$ cat config.mk
export PLATFORM = sky130hd
export DESIGN_NAME = ccp_channel
export DESIGN_NICKNAME = d
export VERILOG_FILES = /design/src/rtl/ccp_pkg.sv /design/src/rtl/ccp_edge_sync.sv /design/src/rtl/ccp_event_gen.sv /design/src/rtl/ccp_cmp_reg.sv /design/src/rtl/ccp_channel.sv
export SDC_FILE = /design/constraint.sdc
export NUM_CORES = 1
export LEC_CHECK = 0
export BUFFER_PORTS_ARGS = -buffer_cell sky130_fd_sc_hd__clkbuf_2
export CAP_MARGIN = 10
export CORE_UTILIZATION = 55
export CTS_CLUSTER_SIZE = 16
export DETAILED_ROUTE_END_ITERATION = 12
export GPL_ROUTABILITY_DRIVEN = 0
export PLACE_DENSITY = 0.85
export SYNTH_ARGS = -nofsm -noshare
export SYNTH_HDL_FRONTEND = slang
export SYNTH_SLANG_ARGS = --single-unit
$ cat constraint.sdc
create_clock -name clk_i -period 3.8 [get_ports clk_i]
set_input_delay 0.76 -clock clk_i [delete_from_list [all_inputs] [get_ports clk_i]]
set_output_delay 0.76 -clock clk_i [all_outputs]
set_load 0.005 [all_outputs]
$ cat src/rtl/ccp_pkg.sv
package ccp_pkg;
  typedef enum logic [2:0] {
    MODE_EDGE    = 3'd0,
    MODE_CENTER  = 3'd1,
    MODE_SQUARE  = 3'd2,
    MODE_CAPTURE = 3'd3,
    MODE_NBIT    = 3'd4
  } ccp_mode_e;

  typedef enum logic [1:0] {
    FN_TOGGLE = 2'd0,
    FN_SET    = 2'd1,
    FN_CLEAR  = 2'd2,
    FN_HOLD   = 2'd3
  } ccp_fn_e;

  function automatic logic apply_fn(input logic cur, input logic [1:0] fn);
    case (ccp_fn_e'(fn))
      FN_TOGGLE: return ~cur;
      FN_SET:    return 1'b1;
      FN_CLEAR:  return 1'b0;
      default:   return cur;
    endcase
  endfunction
endpackage

$ cat src/rtl/ccp_edge_sync.sv
module ccp_edge_sync #(
  parameter int STAGES = 2
) (
  input  logic clk_i,
  input  logic rst_ni,
  input  logic pin_i,
  output logic rise_o,
  output logic fall_o
);
  logic [STAGES-1:0] sync_q;
  logic              prev_q;

  generate
    for (genvar i = 0; i < STAGES; i++) begin : g_stage
      always_ff @(posedge clk_i or negedge rst_ni) begin
        if (!rst_ni) sync_q[i] <= 1'b0;
        else if (i == 0) sync_q[i] <= pin_i;
        else sync_q[i] <= sync_q[(i == 0) ? 0 : i-1];
      end
    end
  endgenerate

  always_ff @(posedge clk_i or negedge rst_ni) begin
    if (!rst_ni) prev_q <= 1'b0;
    else         prev_q <= sync_q[STAGES-1];
  end

  assign rise_o = sync_q[STAGES-1] & ~prev_q;
  assign fall_o = ~sync_q[STAGES-1] & prev_q;
endmodule

$ cat src/rtl/ccp_event_gen.sv
module ccp_event_gen
  import ccp_pkg::*;
#(
  parameter int CNT_W = 16,
  parameter int NB_W  = 4
) (
  input  logic             clk_i,
  input  logic             rst_ni,
  input  logic [CNT_W-1:0] cnt_i,
  input  logic             cnt_ovf_i,
  input  logic [CNT_W-1:0] cmp_i,
  input  logic [2:0]       mode_i,
  input  logic [NB_W-1:0]  nbits_i,
  input  logic             rise_i,
  input  logic             fall_i,
  input  logic             rise_en_i,
  input  logic             fall_en_i,
  output logic             match_o,
  output logic             cap_o,
  output logic             iovf_o,
  output logic             out_evt_o
);
  localparam logic [NB_W-1:0] TOP_SH = NB_W'(CNT_W - 1);

  logic [CNT_W-1:0] cnt_q;
  logic [CNT_W-1:0] mask;
  logic [NB_W-1:0]  sh;
  logic             arrive, eq_full, eq_part;

  always_ff @(posedge clk_i or negedge rst_ni) begin
    if (!rst_ni) cnt_q <= '0;
    else         cnt_q <= cnt_i;
  end

  assign sh      = TOP_SH - nbits_i;
  assign mask    = {CNT_W{1'b1}} >> sh;
  assign arrive  = (cnt_i != cnt_q);
  assign eq_full = (cnt_i == cmp_i);
  assign eq_part = ((cnt_i & mask) == (cmp_i & mask));

  always_comb begin
    match_o   = 1'b0;
    cap_o     = 1'b0;
    iovf_o    = 1'b0;
    out_evt_o = 1'b0;
    case (mode_i)
      MODE_EDGE: begin
        match_o   = arrive & eq_full;
        out_evt_o = match_o | cnt_ovf_i;
      end
      MODE_CENTER, MODE_SQUARE: begin
        match_o   = arrive & eq_full;
        out_evt_o = match_o;
      end
      MODE_CAPTURE: begin
        match_o   = arrive & eq_full;
        cap_o     = (rise_i & rise_en_i) | (fall_i & fall_en_i);
        out_evt_o = match_o | cap_o;
      end
      MODE_NBIT: begin
        match_o   = arrive & eq_part;
        iovf_o    = arrive & ((cnt_i & mask) == '0);
        out_evt_o = match_o | iovf_o;
      end
      default: ;
    endcase
  end
endmodule

$ cat src/rtl/ccp_cmp_reg.sv
module ccp_cmp_reg #(
  parameter int CNT_W = 16,
  parameter int CMP_W = 18
) (
  input  logic             clk_i,
  input  logic             rst_ni,
  input  logic             wr_i,
  input  logic [CMP_W-1:0] wr_data_i,
  input  logic             xfer_i,
  input  logic             cap_i,
  input  logic [CNT_W-1:0] cap_val_i,
  input  logic             step_i,
  output logic [CMP_W-1:0] cmp_o,
  output logic             pend_o
);
  localparam int HALF_W = CNT_W / 2;

  logic [CMP_W-1:0]  upd_q, cmp_q, cmp_d;
  logic              pend_q;
  logic [HALF_W-1:0] low_sum;

  assign low_sum = cmp_q[HALF_W-1:0] + cmp_q[CNT_W-1:HALF_W];

  always_comb begin
    cmp_d = cmp_q;
    if (cap_i)                cmp_d = CMP_W'(cap_val_i);
    else if (xfer_i && pend_q) cmp_d = upd_q;
    else if (step_i)          cmp_d = {cmp_q[CMP_W-1:HALF_W], low_sum};
  end

  always_ff @(posedge clk_i or negedge rst_ni) begin
    if (!rst_ni) begin
      upd_q  <= '0;
      cmp_q  <= '0;
      pend_q <= 1'b0;
    end else begin
      cmp_q <= cmp_d;
      if (wr_i) begin
        upd_q  <= wr_data_i;
        pend_q <= 1'b1;
      end else if (xfer_i && !cap_i) begin
        pend_q <= 1'b0;
      end
    end
  end

  assign cmp_o  = cmp_q;
  assign pend_o = pend_q;
endmodule

$ cat src/rtl/ccp_channel.sv
module ccp_channel
  import ccp_pkg::*;
#(
  parameter int CNT_W   = 16,
  parameter int CMP_W   = 18,
  parameter int NB_W    = 4,
  parameter int SYNC_ST = 2
) (
  input  logic             clk_i,
  input  logic             rst_ni,
  input  logic [CNT_W-1:0] cnt_i,
  input  logic             cnt_ovf_i,
  input  logic             cap_pin_i,
  input  logic [2:0]       mode_i,
  input  logic [1:0]       out_fn_i,
  input  logic [NB_W-1:0]  nbits_i,
  input  logic             rise_en_i,
  input  logic             fall_en_i,
  input  logic             cci_en_i,
  input  logic             iovf_en_i,
  input  logic             upd_wr_i,
  input  logic [CMP_W-1:0] upd_data_i,
  input  logic             clr_cci_i,
  input  logic             clr_iovf_i,
  output logic             out_o,
  output logic [CMP_W-1:0] cmp_o,
  output logic             upd_pend_o,
  output logic             cci_flag_o,
  output logic             iovf_flag_o,
  output logic             irq_o
);
  logic rise, fall, match, cap, iovf_evt, out_evt, step;
  logic out_q, cci_q, iovf_q;

  ccp_edge_sync #(.STAGES(SYNC_ST)) u_sync (
    .clk_i (clk_i), .rst_ni(rst_ni), .pin_i(cap_pin_i),
    .rise_o(rise),  .fall_o(fall)
  );

  ccp_event_gen #(.CNT_W(CNT_W), .NB_W(NB_W)) u_evt (
    .clk_i    (clk_i),
    .rst_ni   (rst_ni),
    .cnt_i    (cnt_i),
    .cnt_ovf_i(cnt_ovf_i),
    .cmp_i    (cmp_o[CNT_W-1:0]),
    .mode_i   (mode_i),
    .nbits_i  (nbits_i),
    .rise_i   (rise),
    .fall_i   (fall),
    .rise_en_i(rise_en_i),
    .fall_en_i(fall_en_i),
    .match_o  (match),
    .cap_o    (cap),
    .iovf_o   (iovf_evt),
    .out_evt_o(out_evt)
  );

  assign step = match & (mode_i == MODE_SQUARE);

  ccp_cmp_reg #(.CNT_W(CNT_W), .CMP_W(CMP_W)) u_cmp (
    .clk_i    (clk_i),
    .rst_ni   (rst_ni),
    .wr_i     (upd_wr_i),
    .wr_data_i(upd_data_i),
    .xfer_i   (cnt_ovf_i),
    .cap_i    (cap),
    .cap_val_i(cnt_i),
    .step_i   (step),
    .cmp_o    (cmp_o),
    .pend_o   (upd_pend_o)
  );

  always_ff @(posedge clk_i or negedge rst_ni) begin
    if (!rst_ni) begin
      out_q  <= 1'b0;
      cci_q  <= 1'b0;
      iovf_q <= 1'b0;
    end else begin
      if (out_evt)               out_q  <= apply_fn(out_q, out_fn_i);
      if (match || cap)          cci_q  <= 1'b1;
      else if (clr_cci_i)        cci_q  <= 1'b0;
      if (iovf_evt)              iovf_q <= 1'b1;
      else if (clr_iovf_i)       iovf_q <= 1'b0;
    end
  end

  assign out_o       = out_q;
  assign cci_flag_o  = cci_q;
  assign iovf_flag_o = iovf_q;
  assign irq_o       = (cci_q & cci_en_i) | (iovf_q & iovf_en_i);
endmodule

==> summary.md <==
| Metric | Value |
|---|---|
| Placed cell count | `472` |
| Post-CTS repair timing setup buffer count | `0` |
| Number of synthesized flops with an enable pin | `0` |
| Warnings, synthesis | `0` |
| H-Tree Level Count | `3` |
| R2R depth | `6` |
| TNS Setup | `0 ns` |
| DRT Pass-1 Iters | `5` |
| Routed length per instance | `roughly 17 µm` |
| Global-route wire length before repair | `approximately 13,000 µm` |
| Clock buffer count from CTS | `9` |
| Final setup vio count | `0` |
| DRC | `0` |
| Die W | `between 70 and 80 µm` |
| Syn avg cell area | `9.875 µm²` |
| Ant. Diodes | `0` |
| Clock sink count | `59` |
| Share of cells above drive strength 1 | `29.57%` |
| Die outline height | `around 79 µm` |
| Vias in the first global route | `2,807` |
| Async S/R FF share, synth | `100.0%` |
| Max FO, Critical Path | `13` |
| GRT Total Usage | `28.15%` |
| Clk_skew | `0.006827 ns` |
| Seq/Total Area, Yosys | `about 45%` |
| Max_cap viols | `0` |
| Synth area leader | `dfrtp_1` |
| Most common library cells after synthesis | `dfrtp_1 (59), nand2_1 (43), xor2_1 (23)` |
| Post-CTS resize count | `0` |
| WS Path Type | `input port to register` |
| Post-Syn Area | `approximately 3300 µm²` |
| Gr ovfl total | `0` |
| Unrepaired setup endpoints after global routing | `no` |
| Area contributors post-synth | `dfrtp_1 (45%), mux2_2 (7.2%), xor2_1 (6.1%), nand2_1 (4.9%), xnor2_1 (3.5%)` |
| Clk root buf | `clkbuf_8` |
| DP HPWL | `approximately 6100 µm` |
| Hold buffers post-CTS | `0` |
| Post-Synthesis Cells | `334` |
| Fmax achieved | `376.7 MHz` |
| Met2 WL | `about 4000 µm` |
| Layout area overhead | `20.52%` |
| 1st-iter DRT viols | `307` |
| CORE AREA | `5642 µm²` |
| Antenna Violating Nets Remaining | `0` |
| Power per cell area | `about 550 nW/µm²` |
| CP arrival | `2.88 ns` |
| Hold Crit Class | `register to register` |
| Leakage Power | `approximately 0.0019 µW` |
| Drt total wl | `8077 µm` |
| Hold Path Sink | `u_sync.sync_q[1]` |
| Clock transition at path regs | `approximately 0.070 ns` |
| Minimum clock period | `about 2.7 ns` |
| Least-Margin Pin Slew | `0.8828 ns` |
| Main flop type after synthesis | `dfrtp_1` |
| Status | `finished clean` |
| Worst R2R Setup Slack | `1.23 ns` |
| Largest net degree at the start of global routing | `37` |
| Vias per cell | `5.846` |
| Flops & latches, synth | `59` |
| Rows | `27` |
| Post-route insts no fill | `approximately 490` |
| Top layer reached by signal wires | `met4` |
| Critical Path Source Type | `input port` |
| Synth cell types | `approximately 50` |
| Top cell type's share of synthesized area | `around 45%` |
| Final Hold Fails | `0` |
| Reg2reg start | `u_cmp.cmp_o[15]` |
| Slew Limit Headroom | `41.14%` |
| Total Power | `2204 µW` |
| Critical path required time | `4.03 ns` |
| I/O Buffers | `76` |
| R2R Path End | `u_cmp.cmp_o[4]` |
| Vias | `2,853` |
| Crit share post-route | `69.86%` |
| CTS max path bufs | `2` |
| Hold path depth | `0` |
| Crit. End Element | `register` |
| CTS tree | `done` |
| Slew Limit Fails | `0` |
| Met3 WL | `about 580 µm` |
| Met1 WL | `about 3400 µm` |
| Syn nets | `398` |
| Die footprint | `around 6300 µm²` |
| Most frequent cell after synthesis | `dfrtp_1` |
| VDD IR max | `~0.33 mV` |
| Initial antenna violation count | `0` |
| Worst-skew pair later-pin latency | `0.35 ns` |
| Layout Nets | `475` |
| Initial Utilization | `around 58%` |
| Top-level port count | `77` |
| Worst hold start | `u_sync.sync_q[0]` |
| Fin util | `70.46%` |
-- report_power, final --
part           leakage (µW)  switching, µW  total (µW)  internal [µW]
sequential         0.000701            110         831            721
clock              0.000123            261         715            454
combinational       0.00104            333         659            325
total               0.00186            704        2200           1500
-- critical path, stage by stage --
cell and delay (ns):
clkbuf_2 0.13, xor2_1 0.19, or4_4 0.56, nor4_4 0.31, a41oi_2 0.18, o21ai_4 0.35
mux2_2 0.39
-- worst max path at each step --
stage                          from             end  depth (start not counted)
after detailed placement  cnt_i[15]  u_cmp.cmp_o[4]                          7
after floorplan           cnt_i[15]  u_cmp.cmp_o[3]                          6
after global placement    cnt_i[15]  u_cmp.cmp_o[3]                          7
after CTS                 cnt_i[15]  u_cmp.cmp_o[4]                          7
final                     cnt_i[15]  u_cmp.cmp_o[4]                          7
after global routing      cnt_i[15]  u_cmp.cmp_o[4]                          7
-- registers in the layout, indices dropped and copies added, names as in the netlist --
| signal | count |
|---|---|
| u_cmp.pend_o | 1 |
| iovf_flag_o | 1 |
| u_cmp.cmp_o | 18 |
| out_o | 1 |
| u_cmp.upd_q | 18 |
| u_evt.cnt_q | 16 |
| u_sync.prev_q | 1 |
| u_sync.sync_q | 2 |
| cci_flag_o | 1 |
-- metal layers --
layer	track usage, %	vias to the layer above
met5	0	-
met4	8.727	0
met3	7.086	17
met2	45.90	131
met1	36.73	1378
li1	-	1327
-- cell usage in the layout, fill, tap and decap left out, drive strengths merged, types with 6 or more instances in the layout --
cell,n
xnor2,13
ha,9
nand3,6
mux2,21
nor2,22
clkbuf,86
inv,15
nand2,43
dfrtp,59
a31oi,12
o21ai,19
xor2,23
a21oi,18
-- final cells by class --
type,count,area (µm²)
Sequential cell,59,1476
Tap cell,72,90.09
Fill cell,440,1667
Inverter,14,52.55
Multi-Input combinational cell,248,1704
Timing Repair Buffer,79,402.9
Clock buffer,10,137.6
Clock inverter,6,111.4
-- stage by stage --
stage	setup WS, ns	hold WS (ns)	area [µm²]
finish	1.145	0.3543	3975
global route	1.072	0.3606	3975
CTS	1.163	0.3536	3975
detailed placement	0.8092	0.3385	3726
global placement	0.8386	0.3332	3726
floorplan	1.239	0.3312	3298
-- cells by family after synthesis --
logic type | synth area share [%]
and+or+nand+nor | 14.64
AOI/OAI and AO/OA | 15.67
muxes | 7.777
xor gates and xnor gates | 9.560
buffers and inverters | 3.566
DFF | 44.76
adders and majority gates | 4.021
Note: power is estimated with default switching activity, not from simulation.
